File: config.mk
export PLATFORM = sky130hd
export DESIGN_NAME = xfer_cnt_irq
export DESIGN_NICKNAME = d
export VERILOG_FILES = /design/src/rtl/xfer_pkg.sv /design/src/rtl/xfer_counter.sv /design/src/rtl/xfer_status.sv /design/src/rtl/xfer_cnt_irq.sv
export SDC_FILE = /design/constraint.sdc
export NUM_CORES = 1
export LEC_CHECK = 0
export ABC_AREA = 0
export BUFFER_PORTS_ARGS = -buffer_cell sky130_fd_sc_hd__clkbuf_2
export CORE_MARGIN = 4
export CORE_UTILIZATION = 50
export DETAILED_ROUTE_END_ITERATION = 8
export PLACE_DENSITY = 0.68
export SLEW_MARGIN = 10
export SYNTH_ARGS = -nofsm -noshare
export SYNTH_HDL_FRONTEND = slang
export SYNTH_HIERARCHICAL = 1
export SYNTH_SLANG_ARGS = --single-unit
File: constraint.sdc
create_clock -name clk -period 2.15 [get_ports clk]
set_input_delay 0.215 -clock clk [delete_from_list [all_inputs] [get_ports clk]]
set_output_delay 0.215 -clock clk [all_outputs]
set_load 0.01 [all_outputs]
File: src/rtl/xfer_pkg.sv
package xfer_pkg;
  localparam int BYTE_W = 8;
  localparam int STAT_W = 8;

  // flag positions the counter drives; neighbouring logic owns the rest
  localparam int BIT_WRAP = 3;
  localparam int BIT_ZERO = 2;
  localparam logic [STAT_W-1:0] EXT_EVT_MASK   = 8'h73;
  localparam logic [STAT_W-1:0] STAT_IMPL_MASK = 8'h7F;

  // register byte offsets
  localparam int OFS_CNT  = 0;
  localparam int OFS_ADR  = 4;
  localparam int OFS_STAT = 8;
  localparam int OFS_EN   = 9;

  // sticky flag update: a set in the same cycle beats a clear
  function automatic logic [STAT_W-1:0] flag_next(input logic [STAT_W-1:0] cur,
                                                  input logic [STAT_W-1:0] set,
                                                  input logic [STAT_W-1:0] clr);
    return (cur & ~clr) | set;
  endfunction
endpackage

File: src/rtl/xfer_counter.sv
module xfer_counter #(
  parameter int CNT_W  = 24,
  parameter int ADDR_W = 32,
  parameter int BYTE_W = 8
) (
  input  logic                     clk,
  input  logic                     rst_n,
  input  logic                     step,
  input  logic [CNT_W/BYTE_W-1:0]  cnt_we,
  input  logic [ADDR_W/BYTE_W-1:0] adr_we,
  input  logic [BYTE_W-1:0]        wdata,
  output logic [CNT_W-1:0]         count,
  output logic [ADDR_W-1:0]        haddr,
  output logic                     zero_evt,
  output logic                     wrap_evt
);
  localparam int CNT_BYTES = CNT_W / BYTE_W;
  localparam int ADR_BYTES = ADDR_W / BYTE_W;

  function automatic logic [CNT_W-1:0] count_dec(input logic [CNT_W-1:0] v);
    return v - CNT_W'(1);
  endfunction

  function automatic logic [ADDR_W-1:0] addr_inc(input logic [ADDR_W-1:0] v);
    return v + ADDR_W'(1);
  endfunction

  logic              cnt_load, adr_load;
  logic              cnt_step, adr_step;
  logic [CNT_W-1:0]  cnt_d;
  logic [ADDR_W-1:0] adr_d;

  assign cnt_load = |cnt_we;
  assign adr_load = |adr_we;
  // a bus load of a group wins over the strobe for that group
  assign cnt_step = step & ~cnt_load;
  assign adr_step = step & ~adr_load;

  // named events for the status block and the assertions
  assign zero_evt = cnt_step & (count == CNT_W'(1));
  assign wrap_evt = cnt_step & (count == '0);

  always_comb begin
    cnt_d = count;
    if (cnt_load) begin
      for (int b = 0; b < CNT_BYTES; b++)
        if (cnt_we[b]) cnt_d[b*BYTE_W +: BYTE_W] = wdata;
    end else if (cnt_step) begin
      cnt_d = count_dec(count);
    end
  end

  always_comb begin
    adr_d = haddr;
    if (adr_load) begin
      for (int b = 0; b < ADR_BYTES; b++)
        if (adr_we[b]) adr_d[b*BYTE_W +: BYTE_W] = wdata;
    end else if (adr_step) begin
      adr_d = addr_inc(haddr);
    end
  end

  always_ff @(posedge clk or negedge rst_n) begin
    if (!rst_n) begin
      count <= '0;
      haddr <= '0;
    end else begin
      count <= cnt_d;
      haddr <= adr_d;
    end
  end

  // an unblocked strobe moves the count down by exactly one
  a_r2_count_down: assert property (@(posedge clk) disable iff (!rst_n)
    cnt_step |=> (count == CNT_W'($past(count) - CNT_W'(1))));

  // an unblocked strobe moves the address up by exactly one
  a_r3_addr_up: assert property (@(posedge clk) disable iff (!rst_n)
    adr_step |=> (haddr == ADDR_W'($past(haddr) + ADDR_W'(1))));

  // the zero event lands the counter on zero
  a_r4_zero_lands: assert property (@(posedge clk) disable iff (!rst_n)
    zero_evt |=> (count == '0));

  // the wrap event leaves the counter all ones
  a_r5_wrap_value: assert property (@(posedge clk) disable iff (!rst_n)
    wrap_evt |=> (count == '1));

  // no counter event in a cycle that loads the counter
  a_r6_load_silent: assert property (@(posedge clk) disable iff (!rst_n)
    cnt_load |-> !(zero_evt || wrap_evt));
endmodule

File: src/rtl/xfer_status.sv
module xfer_status
  import xfer_pkg::*;
#(
  parameter logic [STAT_W-1:0] IMPL_MASK = STAT_IMPL_MASK
) (
  input  logic              clk,
  input  logic              rst_n,
  input  logic [STAT_W-1:0] set_vec,
  input  logic [STAT_W-1:0] clr_vec,
  input  logic              en_we,
  input  logic [STAT_W-1:0] en_wdata,
  output logic [STAT_W-1:0] flags,
  output logic [STAT_W-1:0] enables,
  output logic              irq
);
  logic [STAT_W-1:0] set_m, pend;

  assign set_m = set_vec & IMPL_MASK;
  assign pend  = flags & enables;

  always_ff @(posedge clk or negedge rst_n) begin
    if (!rst_n) begin
      flags   <= '0;
      enables <= '0;
      irq     <= 1'b0;
    end else begin
      flags <= flag_next(flags, set_m, clr_vec) & IMPL_MASK;
      if (en_we) enables <= en_wdata & IMPL_MASK;
      irq   <= |pend;
    end
  end

  // a flag being set ends set, even under a clear
  a_r7_set_wins: assert property (@(posedge clk) disable iff (!rst_n)
    (set_m != '0) |=> ((flags & $past(set_m)) == $past(set_m)));

  // a clear that meets no set leaves the flag low
  a_r7_clear_takes: assert property (@(posedge clk) disable iff (!rst_n)
    ((clr_vec & ~set_m) != '0) |=> ((flags & $past(clr_vec & ~set_m)) == '0));

  // pending enabled flags raise irq on the next cycle
  a_r9_irq_raise: assert property (@(posedge clk) disable iff (!rst_n)
    (pend != '0) |=> irq);

  // nothing pending and enabled keeps irq low on the next cycle
  a_r9_irq_quiet: assert property (@(posedge clk) disable iff (!rst_n)
    (pend == '0) |=> !irq);

  // the top status bit never latches
  a_r8_top_bit_low: assert property (@(posedge clk) disable iff (!rst_n)
    1'b1 |=> !flags[STAT_W-1]);
endmodule

File: src/rtl/xfer_cnt_irq.sv
module xfer_cnt_irq
  import xfer_pkg::*;
#(
  parameter int CNT_W  = 24,
  parameter int ADDR_W = 32,
  parameter int BUS_AW = 4
) (
  input  logic              clk,
  input  logic              rst_n,
  input  logic              bus_sel,
  input  logic              bus_wr,
  input  logic [BUS_AW-1:0] bus_addr,
  input  logic [BYTE_W-1:0] bus_wdata,
  output logic [BYTE_W-1:0] bus_rdata,
  input  logic              xfer_ack,
  input  logic [STAT_W-1:0] evt_set,
  output logic              irq
);
  localparam int CNT_BYTES = CNT_W / BYTE_W;
  localparam int ADR_BYTES = ADDR_W / BYTE_W;

  logic                 wr_cyc;
  logic [CNT_BYTES-1:0] cnt_we;
  logic [ADR_BYTES-1:0] adr_we;
  logic [CNT_W-1:0]     count;
  logic [ADDR_W-1:0]    haddr;
  logic                 zero_evt, wrap_evt;
  logic [STAT_W-1:0]    set_vec, clr_vec, flags, enables;
  logic                 en_we;

  assign wr_cyc = bus_sel & bus_wr;

  for (genvar b = 0; b < CNT_BYTES; b++) begin : g_cnt_we
    assign cnt_we[b] = wr_cyc & (bus_addr == BUS_AW'(OFS_CNT + b));
  end
  for (genvar b = 0; b < ADR_BYTES; b++) begin : g_adr_we
    assign adr_we[b] = wr_cyc & (bus_addr == BUS_AW'(OFS_ADR + b));
  end

  assign en_we   = wr_cyc & (bus_addr == BUS_AW'(OFS_EN));
  assign clr_vec = (wr_cyc && bus_addr == BUS_AW'(OFS_STAT)) ? bus_wdata : '0;

  always_comb begin
    set_vec           = evt_set & EXT_EVT_MASK;
    set_vec[BIT_WRAP] = wrap_evt;
    set_vec[BIT_ZERO] = zero_evt;
  end

  xfer_counter #(
    .CNT_W  (CNT_W),
    .ADDR_W (ADDR_W),
    .BYTE_W (BYTE_W)
  ) u_counter (
    .clk      (clk),
    .rst_n    (rst_n),
    .step     (xfer_ack),
    .cnt_we   (cnt_we),
    .adr_we   (adr_we),
    .wdata    (bus_wdata),
    .count    (count),
    .haddr    (haddr),
    .zero_evt (zero_evt),
    .wrap_evt (wrap_evt)
  );

  xfer_status #(
    .IMPL_MASK (STAT_IMPL_MASK)
  ) u_status (
    .clk      (clk),
    .rst_n    (rst_n),
    .set_vec  (set_vec),
    .clr_vec  (clr_vec),
    .en_we    (en_we),
    .en_wdata (bus_wdata),
    .flags    (flags),
    .enables  (enables),
    .irq      (irq)
  );

  always_comb begin
    bus_rdata = '0;
    for (int b = 0; b < CNT_BYTES; b++)
      if (bus_addr == BUS_AW'(OFS_CNT + b)) bus_rdata = count[b*BYTE_W +: BYTE_W];
    for (int b = 0; b < ADR_BYTES; b++)
      if (bus_addr == BUS_AW'(OFS_ADR + b)) bus_rdata = haddr[b*BYTE_W +: BYTE_W];
    if (bus_addr == BUS_AW'(OFS_STAT)) bus_rdata = flags;
    if (bus_addr == BUS_AW'(OFS_EN))   bus_rdata = enables;
  end

  // zero and wrap never fire together
  a_r5_zero_wrap_excl: assert property (@(posedge clk) disable iff (!rst_n)
    !(zero_evt && wrap_evt));
endmodule

==> flow_metrics.env <==
export IMPL_tritoncts="built"
export IMPL_combPwrFrac=0.396
export IMPL_path_class="register to primary output"
export IMPL_cts_root_buf="clkbuf_8"
export IMPL_fin_setup_tns_ps=0
export IMPL_final_cell_mix="buf_4, dfrtp_1, nor2_1"
export IMPL_postCtsHoldBufs=0
export IMPL_stdcell_count=868
export IMPL_report_final_hold_viol_count=27
export IMPL_fp_dieW_um=111
export IMPL_diodes=0
export IMPL_critPathLaunch="u_counter/haddr[20]"
export IMPL_place_area_um2=6130
export IMPL_max_stage_delay_ps=470
export IMPL_r2r_setup_slack_ps=100
export IMPL_relSlewSlack=0.370
export IMPL_overflow=0
export IMPL_internal_power_mw=3.27
export IMPL_drt_total_wl_um=18100
export IMPL_grt_pass1_wl_um=28500
export IMPL_ctsLongestPathBuffers=2
export IMPL_drt_pass1_iterations=5
export IMPL_place_inst=847
export IMPL_hold_path_class="input port to async pin"
export IMPL_powerDensity_nw_per_um2=841
export IMPL_clk_pin_slew_ps=80
export IMPL_via_per_inst=6.58
export IMPL_p_switching_mw=2.17
export IMPL_netlist_area_um2=5330
export IMPL_r2r_start="u_counter/haddr[0]"
export IMPL_period_minus_slack_ps=2050
export IMPL_cp_start_kind="register"
export IMPL_syn_inst=634
export IMPL_crit_path_end_kind="primary output"
export IMPL_max_freq_mhz=487
export IMPL_reg2reg_depth=7
export IMPL_drt_initial_drc_count=814
export IMPL_grt_pass1_vias=5235
export IMPL_finalMaxSlewViolations=0
export IMPL_rows=37
export IMPL_ant_nets=0
export IMPL_setup_viol=0
export IMPL_numCtsBuffers=9
export IMPL_required_ps=1930
export IMPL_start_util=0.514
export IMPL_clock_sinks=71
export IMPL_r2r_end="u_counter/haddr[30]"
export IMPL_dieArea_um2=12400
export IMPL_port_buffer_count=30
export IMPL_p_total_mw=5.44
export IMPL_core_area_um2=10400
export IMPL_dp_hpwl_um=13100
export IMPL_worst_slew_pin_slew_ps=945
export IMPL_arrival_ps=1840
export IMPL_seqPwrFrac=0.393
export IMPL_antenna_found_initial=0
export IMPL_leakage_nw=2.68
export IMPL_timing_hold_ws_ps=-14.3
export IMPL_clk_latency_ps=370
export IMPL_final_common_cell="buf_4"
export IMPL_grt_max_degree=72
export IMPL_worstPathCellList="and3b_1, a311oi_1, o21ai_1, a31oi_1, clkbuf_2"
export IMPL_cp_slowest_cell="dfrtp_1"
export IMPL_finalWeightedCongestion=0.926
export IMPL_drive_gt1_frac=0.251
export IMPL_fin_area_um2=6470
export IMPL_grt_util_all_layers=0.286
export IMPL_top_level_ports=34
export IMPL_fin_crit_sh=0.955
export IMPL_run_status="complete, but fails checks"
export IMPL_violations="hold timing"
export IMPL_vdd_ir_drop_max_uv=504
export IMPL_p_sw_frac=0.398
export IMPL_drc=0
export IMPL_wl_per_cell_um=20.8
export IMPL_finalClockSkew_ps=8.51
export IMPL_drv_cap=0
export IMPL_clkPwrFrac=0.212
export IMPL_syn_to_final_growth_pct=21.4
export IMPL_fin_nets=756
export IMPL_ys_warn_count=6
export IMPL_path_max_fanout=7
export IMPL_vias=5710
export IMPL_htree_levels=3
export IMPL_die_h_um=111
export IMPL_syn_avg_cell_area_um2=8.41
## critical path: cells and delay by family (launching register included)
family,cells,cell delay (ps)
AOI/OAI and AO/OA,3,630
buffers and inverters,1,170
DFF,1,470
and+or+nand+nor,1,210
## power groups by stage
stage | Clock (mW) | Combinational [mW] | Sequential [mW]
floorplan | 0 | 1.12 | 2.12
global placement | 0 | 1.92 | 2.15
detailed placement | 0 | 1.96 | 2.17
CTS | 1.17 | 1.99 | 2.13
global route | 1.22 | 2.32 | 2.19
finish | 1.15 | 2.15 | 2.14
## worst max path at each step
stage	endpoint	slack [ps]	cells past startpoint
after floorplan	u_counter/haddr[12]	10	11
after global placement	u_counter/haddr[29]	20	8
after detailed placement	u_counter/haddr[27]	-20	8
after CTS	bus_rdata[3]	40	6
after global routing	bus_rdata[3]	-7	6
final	bus_rdata[4]	100	5
## flip-flops by register name (all words and copies together) (netlist names)
| register | cells |
|---|---|
| u_status/irq | 1 |
| u_counter/count | 24 |
| u_counter/haddr | 32 |
| u_status/flags | 7 |
| u_status/enables | 7 |
## what timing repair did
item / 4_1_cts / 5_1_grt
resized for setup: 0 / 15
endpoints found under the setup margin: 1 / 9
setup buffers: 1 / 4
pin swaps: 0 / 9
## metrics by stage
stage                     setup WS, ps   util
after floorplan                   9.57      -
after global placement            23.5  0.591
final                             97.1  0.624
after detailed placement         -22.9  0.591
after global routing             -6.67  0.624
after CTS                         35.7  0.612
## cell type report
cell class	instances	area, µm²
fill	872	3900
multi-input combinational	498	3370
sequential	71	1780
timing repair buffer	123	858
tap	136	170
clock buffer	11	151
inverter	24	90.1
clock inverter	5	56.3
## metal layers
layer	GRT usage	wire [µm]	vias up
met5	0	0	-
li1	-	-	2597
met2	0.429	7960	322
met1	0.407	7790	2741
met3	0.0508	1730	50
met4	0.114	578	0
Note: power is estimated with default switching activity, not from simulation.
